==> src/rtl/bankctl_pkg.sv <==
package bankctl_pkg;

    localparam int BYTE_W    = 8;
    localparam int ADDR_W    = 16;
    localparam int PRG_IDX_W = 2;
    localparam int CHR_IDX_W = 3;
    localparam int PRG_SLOTS = 1 << PRG_IDX_W;
    localparam int CHR_SLOTS = 1 << CHR_IDX_W;
    localparam int TMR_W     = 2 * BYTE_W;
    localparam int SCR_BIT   = 4;

    localparam logic [ADDR_W-1:0] A_TMR_OFF = 16'h4501;
    localparam logic [ADDR_W-1:0] A_TMR_LO  = 16'h4502;
    localparam logic [ADDR_W-1:0] A_TMR_HI  = 16'h4503;
    localparam logic [ADDR_W-1:0] A_PRG     = 16'h4504;
    localparam logic [ADDR_W-1:0] A_CHR     = 16'h4510;
    localparam logic [ADDR_W-1:0] A_SCR_ONE = 16'h42FE;
    localparam logic [ADDR_W-1:0] A_SCR_HV  = 16'h42FF;

    typedef enum logic [1:0] {
        SCR_VERT  = 2'b00,
        SCR_HORZ  = 2'b01,
        SCR_ONE_A = 2'b10,
        SCR_ONE_B = 2'b11
    } scr_mode_e;

    typedef struct packed {
        logic                 tmr_off;
        logic                 tmr_lo;
        logic                 tmr_hi;
        logic                 prg_we;
        logic                 chr_we;
        logic                 scr_one;
        logic                 scr_hv;
        logic [PRG_IDX_W-1:0] prg_idx;
        logic [CHR_IDX_W-1:0] chr_idx;
    } bus_cmd_t;

    function automatic bus_cmd_t decode_bus(input logic we, input logic [ADDR_W-1:0] a);
        bus_cmd_t c;
        c         = '0;
        c.tmr_off = we && (a == A_TMR_OFF);
        c.tmr_lo  = we && (a == A_TMR_LO);
        c.tmr_hi  = we && (a == A_TMR_HI);
        c.scr_one = we && (a == A_SCR_ONE);
        c.scr_hv  = we && (a == A_SCR_HV);
        c.prg_we  = we && (a[ADDR_W-1:PRG_IDX_W] == A_PRG[ADDR_W-1:PRG_IDX_W]);
        c.chr_we  = we && (a[ADDR_W-1:CHR_IDX_W] == A_CHR[ADDR_W-1:CHR_IDX_W]);
        c.prg_idx = a[PRG_IDX_W-1:0];
        c.chr_idx = a[CHR_IDX_W-1:0];
        return c;
    endfunction

endpackage

==> src/rtl/bankctl_decode.sv <==
module bankctl_decode
    import bankctl_pkg::*;
(
    input  logic              wr_en,
    input  logic [ADDR_W-1:0] addr,
    output bus_cmd_t          cmd
);

    always_comb begin
        cmd = decode_bus(wr_en, addr);
    end

endmodule

==> src/rtl/bankctl_bank_file.sv <==
module bankctl_bank_file #(
    parameter int SLOTS  = 4,
    parameter int BANK_W = 8,
    localparam int IDX_W = (SLOTS > 1) ? $clog2(SLOTS) : 1
) (
    input  logic                    clk,
    input  logic                    rst,
    input  logic                    we,
    input  logic [IDX_W-1:0]        idx,
    input  logic [BANK_W-1:0]       data,
    output logic [SLOTS*BANK_W-1:0] banks_o
);

    for (genvar g = 0; g < SLOTS; g++) begin : g_slot
        logic [BANK_W-1:0] bank_q;
        always_ff @(posedge clk) begin
            if (rst) begin
                bank_q <= '0;
            end else if (we && (idx == IDX_W'(g))) begin
                bank_q <= data;
            end
        end
        assign banks_o[g*BANK_W +: BANK_W] = bank_q;
    end

    // a slot that is not addressed keeps its value
    p_slot_hold_r3: assert property (@(posedge clk) disable iff (rst)
        !we |=> $stable(banks_o));

endmodule

==> src/rtl/bankctl_mirror.sv <==
module bankctl_mirror
    import bankctl_pkg::*;
(
    input  logic      clk,
    input  logic      rst,
    input  logic      one_we,
    input  logic      hv_we,
    input  logic      sel_bit,
    output scr_mode_e mode_o
);

    scr_mode_e mode_q;

    always_ff @(posedge clk) begin
        if (rst) begin
            mode_q <= SCR_VERT;
        end else if (one_we) begin
            mode_q <= sel_bit ? SCR_ONE_B : SCR_ONE_A;
        end else if (hv_we) begin
            mode_q <= sel_bit ? SCR_HORZ : SCR_VERT;
        end
    end

    assign mode_o = mode_q;

    // mirroring only moves on one of its two writes
    p_mode_hold_r9: assert property (@(posedge clk) disable iff (rst)
        !(one_we || hv_we) |=> $stable(mode_o));

    // a single-screen write always lands in a single-screen code
    p_one_code_r4: assert property (@(posedge clk) disable iff (rst)
        one_we |=> mode_o[1]);

endmodule

==> src/rtl/bankctl_irq_timer.sv <==
module bankctl_irq_timer
    import bankctl_pkg::*;
(
    input  logic              clk,
    input  logic              rst,
    input  logic              tick,
    input  logic              off_we,
    input  logic              lo_we,
    input  logic              hi_we,
    input  logic [BYTE_W-1:0] data,
    output logic              irq_o
);

    logic [TMR_W-1:0] cnt_q;
    logic             armed_q;
    logic             irq_q;
    logic             step;

    assign step = armed_q && tick && (cnt_q != '0) && !(off_we || lo_we || hi_we);

    always_ff @(posedge clk) begin
        if (rst) begin
            cnt_q   <= '0;
            armed_q <= 1'b0;
            irq_q   <= 1'b0;
        end else begin
            if (off_we) begin
                armed_q <= 1'b0;
                irq_q   <= 1'b0;
            end else if (hi_we) begin
                armed_q <= 1'b1;
            end
            if (lo_we) begin
                cnt_q[BYTE_W-1:0] <= data;
            end else if (hi_we) begin
                cnt_q[TMR_W-1:BYTE_W] <= data;
            end else if (step) begin
                cnt_q <= cnt_q - 1'b1;
                if (cnt_q == TMR_W'(1)) begin
                    irq_q <= 1'b1;
                end
            end
        end
    end

    assign irq_o = irq_q;

    // the request holds until the disarm write
    p_irq_sticky_r8: assert property (@(posedge clk) disable iff (rst)
        (irq_o && !off_we) |=> irq_o);

    // the disarm write drops the request
    p_irq_drop_r8: assert property (@(posedge clk) disable iff (rst)
        off_we |=> !irq_o);

    // the request only rises on a tick that empties the counter
    p_irq_rise_r7: assert property (@(posedge clk) disable iff (rst)
        $rose(irq_o) |-> ($past(tick) && $past(cnt_q) == TMR_W'(1) && cnt_q == '0));

    // a disarmed counter does not move without a write
    p_cnt_frozen_r8: assert property (@(posedge clk) disable iff (rst)
        (!armed_q && !lo_we && !hi_we) |=> $stable(cnt_q));

endmodule

==> src/rtl/bankctl_top.sv <==
module bankctl_top
    import bankctl_pkg::*;
(
    input  logic                          clk,
    input  logic                          rst,
    input  logic                          wr_en,
    input  logic [ADDR_W-1:0]             addr,
    input  logic [BYTE_W-1:0]             wdata,
    input  logic                          cpu_tick,
    output logic [PRG_SLOTS*BYTE_W-1:0]   prg_bank_o,
    output logic [CHR_SLOTS*BYTE_W-1:0]   chr_bank_o,
    output logic [1:0]                    mirror_o,
    output logic                          irq_o
);

    bus_cmd_t  cmd;
    scr_mode_e scr_mode;

    bankctl_decode u_dec (
        .wr_en (wr_en),
        .addr  (addr),
        .cmd   (cmd)
    );

    bankctl_bank_file #(.SLOTS(PRG_SLOTS), .BANK_W(BYTE_W)) u_prg (
        .clk     (clk),
        .rst     (rst),
        .we      (cmd.prg_we),
        .idx     (cmd.prg_idx),
        .data    (wdata),
        .banks_o (prg_bank_o)
    );

    bankctl_bank_file #(.SLOTS(CHR_SLOTS), .BANK_W(BYTE_W)) u_chr (
        .clk     (clk),
        .rst     (rst),
        .we      (cmd.chr_we),
        .idx     (cmd.chr_idx),
        .data    (wdata),
        .banks_o (chr_bank_o)
    );

    bankctl_mirror u_mir (
        .clk     (clk),
        .rst     (rst),
        .one_we  (cmd.scr_one),
        .hv_we   (cmd.scr_hv),
        .sel_bit (wdata[SCR_BIT]),
        .mode_o  (scr_mode)
    );

    bankctl_irq_timer u_tmr (
        .clk    (clk),
        .rst    (rst),
        .tick   (cpu_tick),
        .off_we (cmd.tmr_off),
        .lo_we  (cmd.tmr_lo),
        .hi_we  (cmd.tmr_hi),
        .data   (wdata),
        .irq_o  (irq_o)
    );

    assign mirror_o = scr_mode;

    // at most one register is addressed by any write
    p_one_target_r9: assert property (@(posedge clk) disable iff (rst)
        $onehot0({cmd.tmr_off, cmd.tmr_lo, cmd.tmr_hi, cmd.prg_we,
                  cmd.chr_we, cmd.scr_one, cmd.scr_hv}));

    // no bus write, no bank change
    p_banks_idle_r9: assert property (@(posedge clk) disable iff (rst)
        !wr_en |=> ($stable(prg_bank_o) && $stable(chr_bank_o)));

    // a program write never disturbs the pattern banks
    p_prg_only_r2: assert property (@(posedge clk) disable iff (rst)
        cmd.prg_we |=> $stable(chr_bank_o));

endmodule

==> config.mk <==
export PLATFORM = sky130hd
export DESIGN_NAME = bankctl_top
export DESIGN_NICKNAME = d
export VERILOG_FILES = /design/src/rtl/bankctl_pkg.sv /design/src/rtl/bankctl_decode.sv /design/src/rtl/bankctl_bank_file.sv /design/src/rtl/bankctl_mirror.sv /design/src/rtl/bankctl_irq_timer.sv /design/src/rtl/bankctl_top.sv
export SDC_FILE = /design/constraint.sdc
export NUM_CORES = 1
export LEC_CHECK = 0
export CORE_AREA = 3 3 113 115
export DETAILED_ROUTE_END_ITERATION = 8
export DIE_AREA = 0 0 116 118
export PLACE_DENSITY_LB_ADDON = 0.3
export SETUP_SLACK_MARGIN = 0.4
export SLEW_MARGIN = 20
export SYNTH_ARGS = -nofsm -noshare
export SYNTH_HDL_FRONTEND = slang
export SYNTH_SLANG_ARGS = --single-unit
==> constraint.sdc <==
create_clock -name clk -period 2.5 [get_ports clk]
set_clock_uncertainty 0.1 [all_clocks]
set_input_delay 0.5 -clock clk [delete_from_list [all_inputs] [get_ports clk]]
set_output_delay 0.5 -clock clk [all_outputs]
set_load 0.05 [all_outputs]
# --- Word-level counts from Yosys, hierarchy flattened ---
# Cells that the tools add are included.
classes:
  addsub: 1
  n_mux: 13
  eq_ne: 19
  bitwise: 1
  reduce_logical: 34
op_table:
  columns: ["op", "count"]
  rows:
  - ["$eq A16 B15 Y1 const B", 5]
  - ["$mux W8", 3]
  - ["$logic_and A1 B1 Y1", 22]
  - ["$eq A16 B1 Y1 const B", 1]
  - ["$mux W16", 1]
  - ["$reduce_bool A16 Y1", 1]
  - ["$sub A16 B1 Y16 const B", 1]
  - ["$eq A14 B13 Y1 const B", 1]
  - ["$eq A13 B12 Y1 const B", 1]
  - ["$eq A3 B3 Y1 const B", 4]
  - ["$mux W1", 7]
  - ["$eq A3 B2 Y1 const B", 2]
  - ["$reduce_bool A2 Y1", 3]
  - ["$eq A2 B2 Y1 const B", 2]
  - ["$mux W2", 2]
  - ["$reduce_and A2 Y1", 2]
  - ["$eq A3 B1 Y1 const B", 1]
  - ["$logic_not A3 Y1", 1]
  - ["$eq A2 B1 Y1 const B", 1]
  - ["$logic_not A2 Y1", 1]
  - ["$logic_or A1 B1 Y1", 2]
  - ["$ne A2 B1 Y1 const B", 1]
  - ["$reduce_or A2 Y1", 1]
  - ["$logic_not A1 Y1", 1]
  - ["$not A1 Y1", 1]
totals:
  output_inout_bits: 99
  regBits: 116

# --- Depth between registers and ports, before layout ---
# Gate-level depths: netlist (run 1).
depth:
  depth_word: 9
  ltp_mapped: 10
  depth_no_buf: 8

# --- Hierarchy ---
# Synthesis (run 1) repeated with hierarchy kept, for this count alone.
hier_totals:
  hier_cells: 533
  hier_area_um2: 5413.9
modules_own_cells:
  columns: ["mod", "seq_area_each_um2", "cells_per_inst", "n_inst", "area_each_um2"]
  rows:
  - ["bankctl_bank_file at u_chr", 1281.2, 235, 1, 2603.7]
  - ["bankctl_bank_file at u_prg", 640.6, 116, 1, 1285.0]
  - ["bankctl_irq_timer", 360.3, 146, 1, 1246.2]
  - ["bankctl_decode", 0.0, 28, 1, 205.2]
  - ["bankctl_mirror", 40.0, 8, 1, 73.8]

# --- Worst setup path after synthesis (run 1) ---
# OpenSTA, ideal clock, no wires.
synth_timing:
  path_kind: "in2reg"
  from: "in addr[9]"
  to: "reg u_prg.g_slot[3].bank_q[7]"
  stages: 6
  arrival_time_ns: 2.282
  t_required_ns: 2.272
  n_path_buf: 0
  path_slack_ns: -0.009
  setup_ns: 0.128
  path_cell_list: "or4b_4 nor4_4 nand3b_2 nor2_2 mux2i_1 nor2_1"
synth_between:
  elab_chain_cells: 3
synth_rtl:
  columns: ["item", "line", "source"]
  rows:
  - ["start: declaration", "bankctl_top.sv:7", "input logic [ADDR_W-1:0] addr,"]
  - ["$eq A14 B13 Y1", "bankctl_pkg.sv:47", "c.prg_we = we && (a[ADDR_W-1:PRG_IDX_W] == A_PRG[ADDR_W-1:PRG_IDX_W]);"]
  - ["$logic_and A1 B1 Y1", "bankctl_pkg.sv:47", null]
  - ["$logic_and A1 B1 Y1", "bankctl_bank_file.sv:19", "end else if (we && (idx == IDX_W'(g))) begin"]
  - ["end signal: assignment", "bankctl_bank_file.sv:20", "bank_q <= data;"]
  - ["end: declaration", "bankctl_bank_file.sv:15", "logic [BANK_W-1:0] bank_q;"]
# Every way passes these cells.
# A chain may end at the register's enable or synchronous reset.

# --- Final worst setup path (run 1) ---
layout_timing:
  from: "reg u_tmr.cnt_q[7]"
  to: "reg u_tmr.cnt_q[13]"
layout_between:
  elab_chain_cells: 5
  word_cells_on_any_way: 8
layout_rtl:
  columns: ["item", "line", "source"]
  rows:
  - ["start: declaration", "bankctl_irq_timer.sv:14", "logic [TMR_W-1:0] cnt_q;"]
  - ["start signal: indexed assignment", "bankctl_irq_timer.sv:34", "cnt_q[BYTE_W-1:0] <= data;"]
  - ["start signal: indexed assignment", "bankctl_irq_timer.sv:36", "cnt_q[TMR_W-1:BYTE_W] <= data;"]
  - ["start signal: assignment", "bankctl_irq_timer.sv:38", "cnt_q <= cnt_q - 1'b1;"]
  - ["branches (longest 5 deep; another with $sub A16 B1 Y16)", null, null]
# Several ways; the timed one is not identified. The select of a mux whose other input is x is not followed.

==> parameters.txt, run 1 <==
Parameter                              Value

Run status
  Outcome    finished clean

Floorplanning
  Die span in y    118 um
  Width of the chip    116 um
  Number of I/O pins    127
  Area inside the core boundary    0.0119 sq mm
  Floorplan die area    0.0137 sq mm
  Number of standard-cell rows in the floorplan    40
  Starting Density    39.9%

Pwr
  Power density normalized to cell area    585 mW/mm^2
  Leakage power    3.21 nW
  IR drop worst, VDD    0.455 mV

GRT
  First-pass GRT wire length    23.6 mm
  Number of global-route vias before repair    4511
  Final global-route overflow total    0
  Antenna violations before repair    0
  Pin count of the biggest net entering global routing    117
  Overall track demand over capacity in global routing    22.1%

Setup path
  Arr. time, crit path    2.48 ns
  Crit Path Class    flop to flop
  Maximum fanout encountered on the critical timing path    3
  Dominant delay contributor by cell family on the critical path    simple AND/OR/NAND/NOR gates
  Required time at the endpoint of the critical path    2.73 ns
  Critical Path Sink Type    flop
  Largest stage delay, worst path    0.54 ns
  CP Launch Type    flop
  Slowest cell on the critical path    sky130_fd_sc_hd__or4_4
  Worst Path Buf+Inv    2
  Critical path, cell by cell    or4_4, buf_6, nor2_4, buf_4, nand2_1, or4_1, a2bb2oi_1, a21oi_1

Logic synthesis
  Gate Count Post-Synth    489
  Top-area cell type share of the netlist area    48.9%
  Most instantiated flip-flop cell in the synthesis netlist    sky130_fd_sc_hd__dfxtp_1
  Share of synthesized registers carrying an async set or reset    0%
  Cell type contributing the most total cell area after synthesis    sky130_fd_sc_hd__dfxtp_1
  Post-synthesis sequential element count    116
  Netlist Area Pre-Place    0.00475 sq mm
  Number of library cell types mapped by synthesis    43
  Sequential cell area fraction in the yosys report    48.9%
  Number of warnings printed during yosys synthesis    0
  Largest cells by area after synthesis    sky130_fd_sc_hd__dfxtp_1 49%, sky130_fd_sc_hd__mux2i_1 21%, sky130_fd_sc_hd__nor2_1 9.1%
  Number of enable-type register cells in the synthesized netlist    0
  Avg Cell Area, Syn    9.72 sq um
  Net count of the mapped netlist    519

Placed design
  Port Buf Inserts    126
  Inst Count DP    777
  Post-DP HPWL    9.53 mm
  GP Congestion    0.933

Clocking
  Clock root cell    sky130_fd_sc_hd__clkbuf_16
  Sinks on Clock Net    116
  Clock-pin slew reported for the worst setup and hold paths after clock tree synthesis    0.05 ns
  Source-to-sink clock delay at the later pin of the worst-skew pair    0.41 ns
  TritonCTS buffer count    17
  Max Buffers Root-to-Sink    2
  CTS hold repair buffers    0
  CTS tree    built
  H-tree levels    4

STA
  Post-route fraction of the period consumed by the critical path    90.0%
  Actual slew at the worst max-slew pin    0.774 ns
  Post-layout min period    2.25 ns
  Hold violation total from the final report    0
  Setup-violating endpoint count in the final report    0
  Upper clock frequency limit    0.444 GHz
  RSZ-0062 raised after global routing    true
  Remaining max-slew budget at the tightest pin    48.3%
  Max-slew violation total from the final report    0

Drt
  Detail Route Antenna Nets    0
  DRC violations left    0
  Total via count after detailed routing    4261
  Number of iterations in the first detailed-routing pass    5
  First DRT Iteration DRCs    226
  Drt via density    5.13
  Routed WL per cell    17.7 um
  WL final    14.7 mm

Finish
  Share of cells above drive strength 1    23.9%
  Layout net count    701
  # diodes    0
  Area growth syn-to-layout    57.9%
  Number of filler instances in the final layout    973
  Final core utilization    63.0%
  Count of non-filler cells in the finished layout    830

Run
  Max Cap Viol    0

Min path
  Classification of the worst-slack hold path    flop to flop
[stage by stage]
stage	total power, mW	cell area [sq um]	setup TNS [ns]	hold slack (ns)	worst slack (ns)
floorplan	1.96	4880	0	0.332	0.0712
global placement	2.06	6650	-33.70	0.342	-0.418
detailed placement	2.06	6650	-36.93	0.358	-0.443
CTS	4.41	7400	0	0.366	0.292
global route	4.52	7500	0	0.398	0.188
finish	4.39	7500	0	0.361	0.249
[layer usage]
layer	vias up	GRT usage, %	wire [um]
li1	2066	-	-
met1	2024	25.8	5930
met2	138	35.1	7070
met3	33	10.2	1290
met4	0	8.48	373
met5	-	0	0
[registers in the layout (all words and copies together), names as in the netlist]
signal / flops
u_chr.g_slot.bank_q: 64
u_mir.mode_o: 2
u_prg.g_slot.bank_q: 32
u_tmr.armed_q: 1
u_tmr.cnt_q: 16
u_tmr.irq_o: 1
[cell type report]
type	count	area [sq um]	share of cell area, %
Multi-Input combinational cell	342	2620	34.9
Sequential cell	116	2330	31.0
Timing Repair Buffer	190	1780	23.7
Clock buffer	22	474	6.32
Tap cell	147	184	2.45
Clock inverter	9	104	1.38
Inverter	4	15.0	0.200
[where the power goes]
| part | internal [mW] | total, mW | switching, mW |
|---|---|---|---|
| Clock | 1.53 | 2.36 | 0.825 |
| Combinational | 0.0627 | 0.180 | 0.117 |
| Sequential | 1.85 | 1.85 | 0.0000106 |
| Total | 3.44 | 4.39 | 0.942 |
[logic make-up after synthesis]
logic type / synth area share, %
AND/OR/NAND/NOR: 22.1
flip-flops: 48.9
multiplexers: 20.6
buffers and inverters: 2.50
AO/OA/AOI/OAI: 3.90
XOR/XNOR: 1.47
adder cells (fa/ha/maj): 0.527
[worst paths after layout]
path | from | slack [ns] | cells past startpoint | to
min | u_tmr.armed_q | 0.36 | 2 | u_tmr.armed_q
max reg2reg | u_tmr.cnt_q[7] | 0.25 | 8 | u_tmr.cnt_q[13]
min reg2reg | u_tmr.armed_q | 0.36 | 2 | u_tmr.armed_q
max | u_tmr.cnt_q[7] | 0.25 | 8 | u_tmr.cnt_q[13]
[worst reg2reg max path: stages (launching register included)]
cell and delay, ns:
sky130_fd_sc_hd__dfxtp_2 0.31, sky130_fd_sc_hd__or4_4 0.54, sky130_fd_sc_hd__buf_6 0.14, sky130_fd_sc_hd__nor2_4 0.12, sky130_fd_sc_hd__buf_4 0.13, sky130_fd_sc_hd__nand2_1 0.04
sky130_fd_sc_hd__or4_1 0.49, sky130_fd_sc_hd__a2bb2oi_1 0.15, sky130_fd_sc_hd__a21oi_1 0.15
[placed cells by master (no fill, tap or decap), types with 10 or more instances in the layout]
cell / count
sky130_fd_sc_hd__buf_4: 38
sky130_fd_sc_hd__mux2i_1: 90
sky130_fd_sc_hd__buf_6: 16
sky130_fd_sc_hd__clkbuf_16: 17
sky130_fd_sc_hd__nor2_1: 113
sky130_fd_sc_hd__dfxtp_1: 111
sky130_fd_sc_hd__nor2_4: 11
sky130_fd_sc_hd__buf_12: 12
sky130_fd_sc_hd__nand2_1: 19
sky130_fd_sc_hd__clkdlybuf4s50_1: 10
sky130_fd_sc_hd__dlygate4sd2_1: 108
[cell usage after synthesis (all sizes together), types with 5 or more instances]
library cell / n
nor2: 124
mux2i: 98
nor4: 12
nand2: 19
a211oi: 9
xnor2: 5
clkbuf: 24
a21oi: 7
nor3: 10
dfxtp: 116
nand3: 7
or4: 8
or4b: 5
[timing repair]
item | 4_1_cts | 5_1_grt
setup buffers | 20 | 2
setup endpoints to repair | 213 | 112
resized for setup | 176 | 20
pin swaps | 38 | 38
No activity file was read; power rests on OpenSTA's default activity.
==> run 2: changes to the inputs <==
- CORE_AREA: 3 3 113 115 -> 3 3 132 134
- DIE_AREA: 0 0 116 118 -> 0 0 135 137
==> run 2 against run 1 <==
Effect of this change: hold slack got worse by 0.0096 ns; critical endpoint is now u_tmr.irq_o; sequential power barely moved; cell count rose by 9.4%; non-clock buffer count rose by 4; global-route usage fell by 4.9 points; final area rose by 2.0%.
==> parameters.txt, run 2 (synthesized netlist as in run 1, its figures left out) <==
Parameter                              Value

Run status
  Outcome    finished clean (unchanged)

Pwr
  Power density normalized to cell area    592 mW/mm^2 (was 585 mW/mm^2)
  Leakage power    3.24 nW (was 3.21 nW)
  IR drop worst, VDD    0.476 mV (was 0.455 mV)

STA
  RSZ-0062 raised after global routing    true (unchanged)
  Setup-violating endpoint count in the final report    0 (unchanged)
  Upper clock frequency limit    0.451 GHz (was 0.444 GHz)
  Hold violation total from the final report    0 (unchanged)
  Max-slew violation total from the final report    0 (unchanged)
  Remaining max-slew budget at the tightest pin    52.3% (was 48.3%)
  Setup TNS    0 ns (unchanged)
  Post-layout min period    2.22 ns (was 2.25 ns)
  Actual slew at the worst max-slew pin    0.714 ns (was 0.774 ns)
  Post-route fraction of the period consumed by the critical path    88.8% (was 90.0%)

Drt
  Number of iterations in the first detailed-routing pass    7 (was 5)
  WL final    16.0 mm (was 14.7 mm)
  Total via count after detailed routing    4355 (was 4261)
  Detail Route Antenna Nets    0 (unchanged)
  First DRT Iteration DRCs    277 (was 226)
  DRC violations left    0 (unchanged)
  Routed WL per cell    17.6 um (was 17.7 um)
  Drt via density    4.80 (was 5.13)

Clocking
  Clock-pin slew reported for the worst setup and hold paths after clock tree synthesis    0.06 ns (was 0.05 ns)
  Clock root cell    sky130_fd_sc_hd__clkbuf_16 (unchanged)
  Sinks on Clock Net    116 (unchanged)
  TritonCTS buffer count    17 (unchanged)
  Source-to-sink clock delay at the later pin of the worst-skew pair    0.41 ns (about the same)
  H-tree levels    4 (unchanged)
  CTS tree    built (unchanged)
  Max Buffers Root-to-Sink    2 (unchanged)

GRT
  Overall track demand over capacity in global routing    17.3% (was 22.1%)
  Pin count of the biggest net entering global routing    52 (was 117)
  First-pass GRT wire length    24.4 mm (was 23.6 mm)
  Number of global-route vias before repair    4409 (was 4511)
  Antenna violations before repair    0 (unchanged)
  Final global-route overflow total    0 (unchanged)

Finish
  Reg with most FFs    u_chr.g_slot.bank_q (unchanged)
  Most common library cell in the layout ignoring fill and taps    sky130_fd_sc_hd__nor2_1 (unchanged)
  Count of non-filler cells in the finished layout    908 (was 830)
  Number of filler instances in the final layout    1544 (was 973)
  Footprint of the multi-input gates    0.00258 sq mm (was 0.00262 sq mm)
  Max reg flops    64 (unchanged)
  Area growth syn-to-layout    61.0% (was 57.9%)
  # diodes    0 (unchanged)
  Regs by FF count    u_chr.g_slot.bank_q (64), u_prg.g_slot.bank_q (32), u_tmr.cnt_q (16) (unchanged)
  Share of cells above drive strength 1    24.6% (was 23.9%)
  Commonest cells after routing, fill and taps aside    112 x sky130_fd_sc_hd__nor2_1, 111 x sky130_fd_sc_hd__dfxtp_1, 108 x sky130_fd_sc_hd__dlygate4sd2_1, 96 x sky130_fd_sc_hd__mux2i_1, 42 x sky130_fd_sc_hd__buf_4 (was 113 x sky130_fd_sc_hd__nor2_1, 111 x sky130_fd_sc_hd__dfxtp_1, 108 x sky130_fd_sc_hd__dlygate4sd2_1, 90 x sky130_fd_sc_hd__mux2i_1, 38 x sky130_fd_sc_hd__buf_4)
  Layout net count    705 (was 701)
  Seq. cell area    0.00233 sq mm (about the same)

Floorplanning
  Die span in y    137 um (was 118 um)
  Starting Density    29.0% (was 39.9%)
  Width of the chip    135 um (was 116 um)
  Number of standard-cell rows in the floorplan    47 (was 40)
  Floorplan die area    0.0185 sq mm (was 0.0137 sq mm)
  Number of I/O pins    127 (unchanged)
  Area inside the core boundary    0.0164 sq mm (was 0.0119 sq mm)

Setup path
  Slowest cell on the critical path    sky130_fd_sc_hd__or4_4 (unchanged)
  Reg-to-reg setup timing slack    0.28 ns (was 0.25 ns)
  Largest stage delay, worst path    0.55 ns (was 0.54 ns)
  Reg2Reg Launch Point    u_tmr.cnt_q[5] (was u_tmr.cnt_q[7])
  Maximum fanout encountered on the critical timing path    5 (was 3)
  R2R cell count    6 (was 8)
  Critical Path Sink Type    flop (unchanged)
  Arr. time, crit path    2.45 ns (was 2.48 ns)
  Crit Path Class    flop to flop (unchanged)
  Critical path, cell by cell    or4_4, buf_4, or4_1, a211oi_2, nor2_1, nor3_1 (was or4_4, buf_6, nor2_4, buf_4, nand2_1, or4_1, a2bb2oi_1, a21oi_1)
  End of the worst register-to-register path    u_tmr.irq_o (was u_tmr.cnt_q[13])
  CP Launch Type    flop (unchanged)
  Required time at the endpoint of the critical path    2.73 ns (about the same)
  Worst Path Buf+Inv    1 (was 2)
  Dominant delay contributor by cell family on the critical path    simple AND/OR/NAND/NOR gates (unchanged)

Run
  Max Cap Viol    0 (unchanged)

Placed design
  GP Congestion    0.994 (was 0.933)
  Inst Count DP    854 (was 777)
  Post-DP HPWL    10.6 mm (was 9.53 mm)
  Port Buf Inserts    126 (unchanged)

Min path
  Cell depth of the worst min-delay path    2 (unchanged)
  Classification of the worst-slack hold path    flop to flop (unchanged)
  Min-Delay Startpoint    u_tmr.armed_q (unchanged)
  Destination of the worst hold path    u_tmr.armed_q (unchanged)
==> run 2: timing repair <==
action,in CTS,in global routing
setup endpoints to repair,213,110
gates resized for setup,169,21
pin swaps,27,25
hold buffers,0,0
buffers inserted,12,10
==> run 2: cell type report <==
type | count | area share, %
multi-input cells | 342 | 33.7
repair buffers | 194 | 24.1
flip-flops and latches | 116 | 30.5
inverters | 4 | 0.196
well taps | 220 | 3.60
clock inverters | 14 | 2.34
clock buffers | 18 | 5.61
==> run 2: worst max path at each step <==
stage                   start  cells after the start                         to
2_1_floorplan         addr[9]                      6  u_prg.g_slot[0].bank_q[0]
3_3_place_gp            wr_en                      9  u_prg.g_slot[0].bank_q[2]
3_5_place_dp          addr[9]                      9  u_chr.g_slot[5].bank_q[0]
4_1_cts              addr[15]                     10  u_prg.g_slot[2].bank_q[1]
5_1_grt        u_tmr.cnt_q[5]                      6                u_tmr.irq_o
6_report       u_tmr.cnt_q[5]                      6                u_tmr.irq_o
==> run 2: where the power goes <==
part	leakage (nW)	switching (mW)	internal (mW)
clock	0.287	0.913	1.58
combinational	2.02	0.122	0.0688
sequential	0.937	0.0000109	1.85
==> run 2: per-stage QoR <==
stage | setup WS [ns] | power, mW | utilization [%] | area, sq um | hold slack (ns)
after floorplan | 0.0712 | 1.96 | - | 4880 | 0.332
after global placement | -0.356 | 2.07 | 41.4 | 6800 | 0.345
after detailed placement | -0.400 | 2.07 | 41.4 | 6800 | 0.346
after CTS | 0.260 | 4.58 | 45.6 | 7480 | 0.354
after global routing | 0.220 | 4.68 | 46.6 | 7650 | 0.393
final | 0.281 | 4.53 | 46.6 | 7650 | 0.351
==> run 2: routing by layer <==
layer	part of all wire (%)	routed length, um	vias up	GRT usage, %
li1	-	-	2076	-
met1	41	6550	2074	20.0
met2	47	7540	165	28.2
met3	8.6	1370	40	7.43
met4	3.1	501	0	7.11
met5	0	0	-	0
==> run 2: worst reg2reg max path, delay by kind of cell (launching register included) <==
kind	cells	cell delay, ns
and+or+nand+nor	4	1.30
buffers and inverters	1	0.19
DFF	1	0.35
AOI/OAI and AO/OA	1	0.21
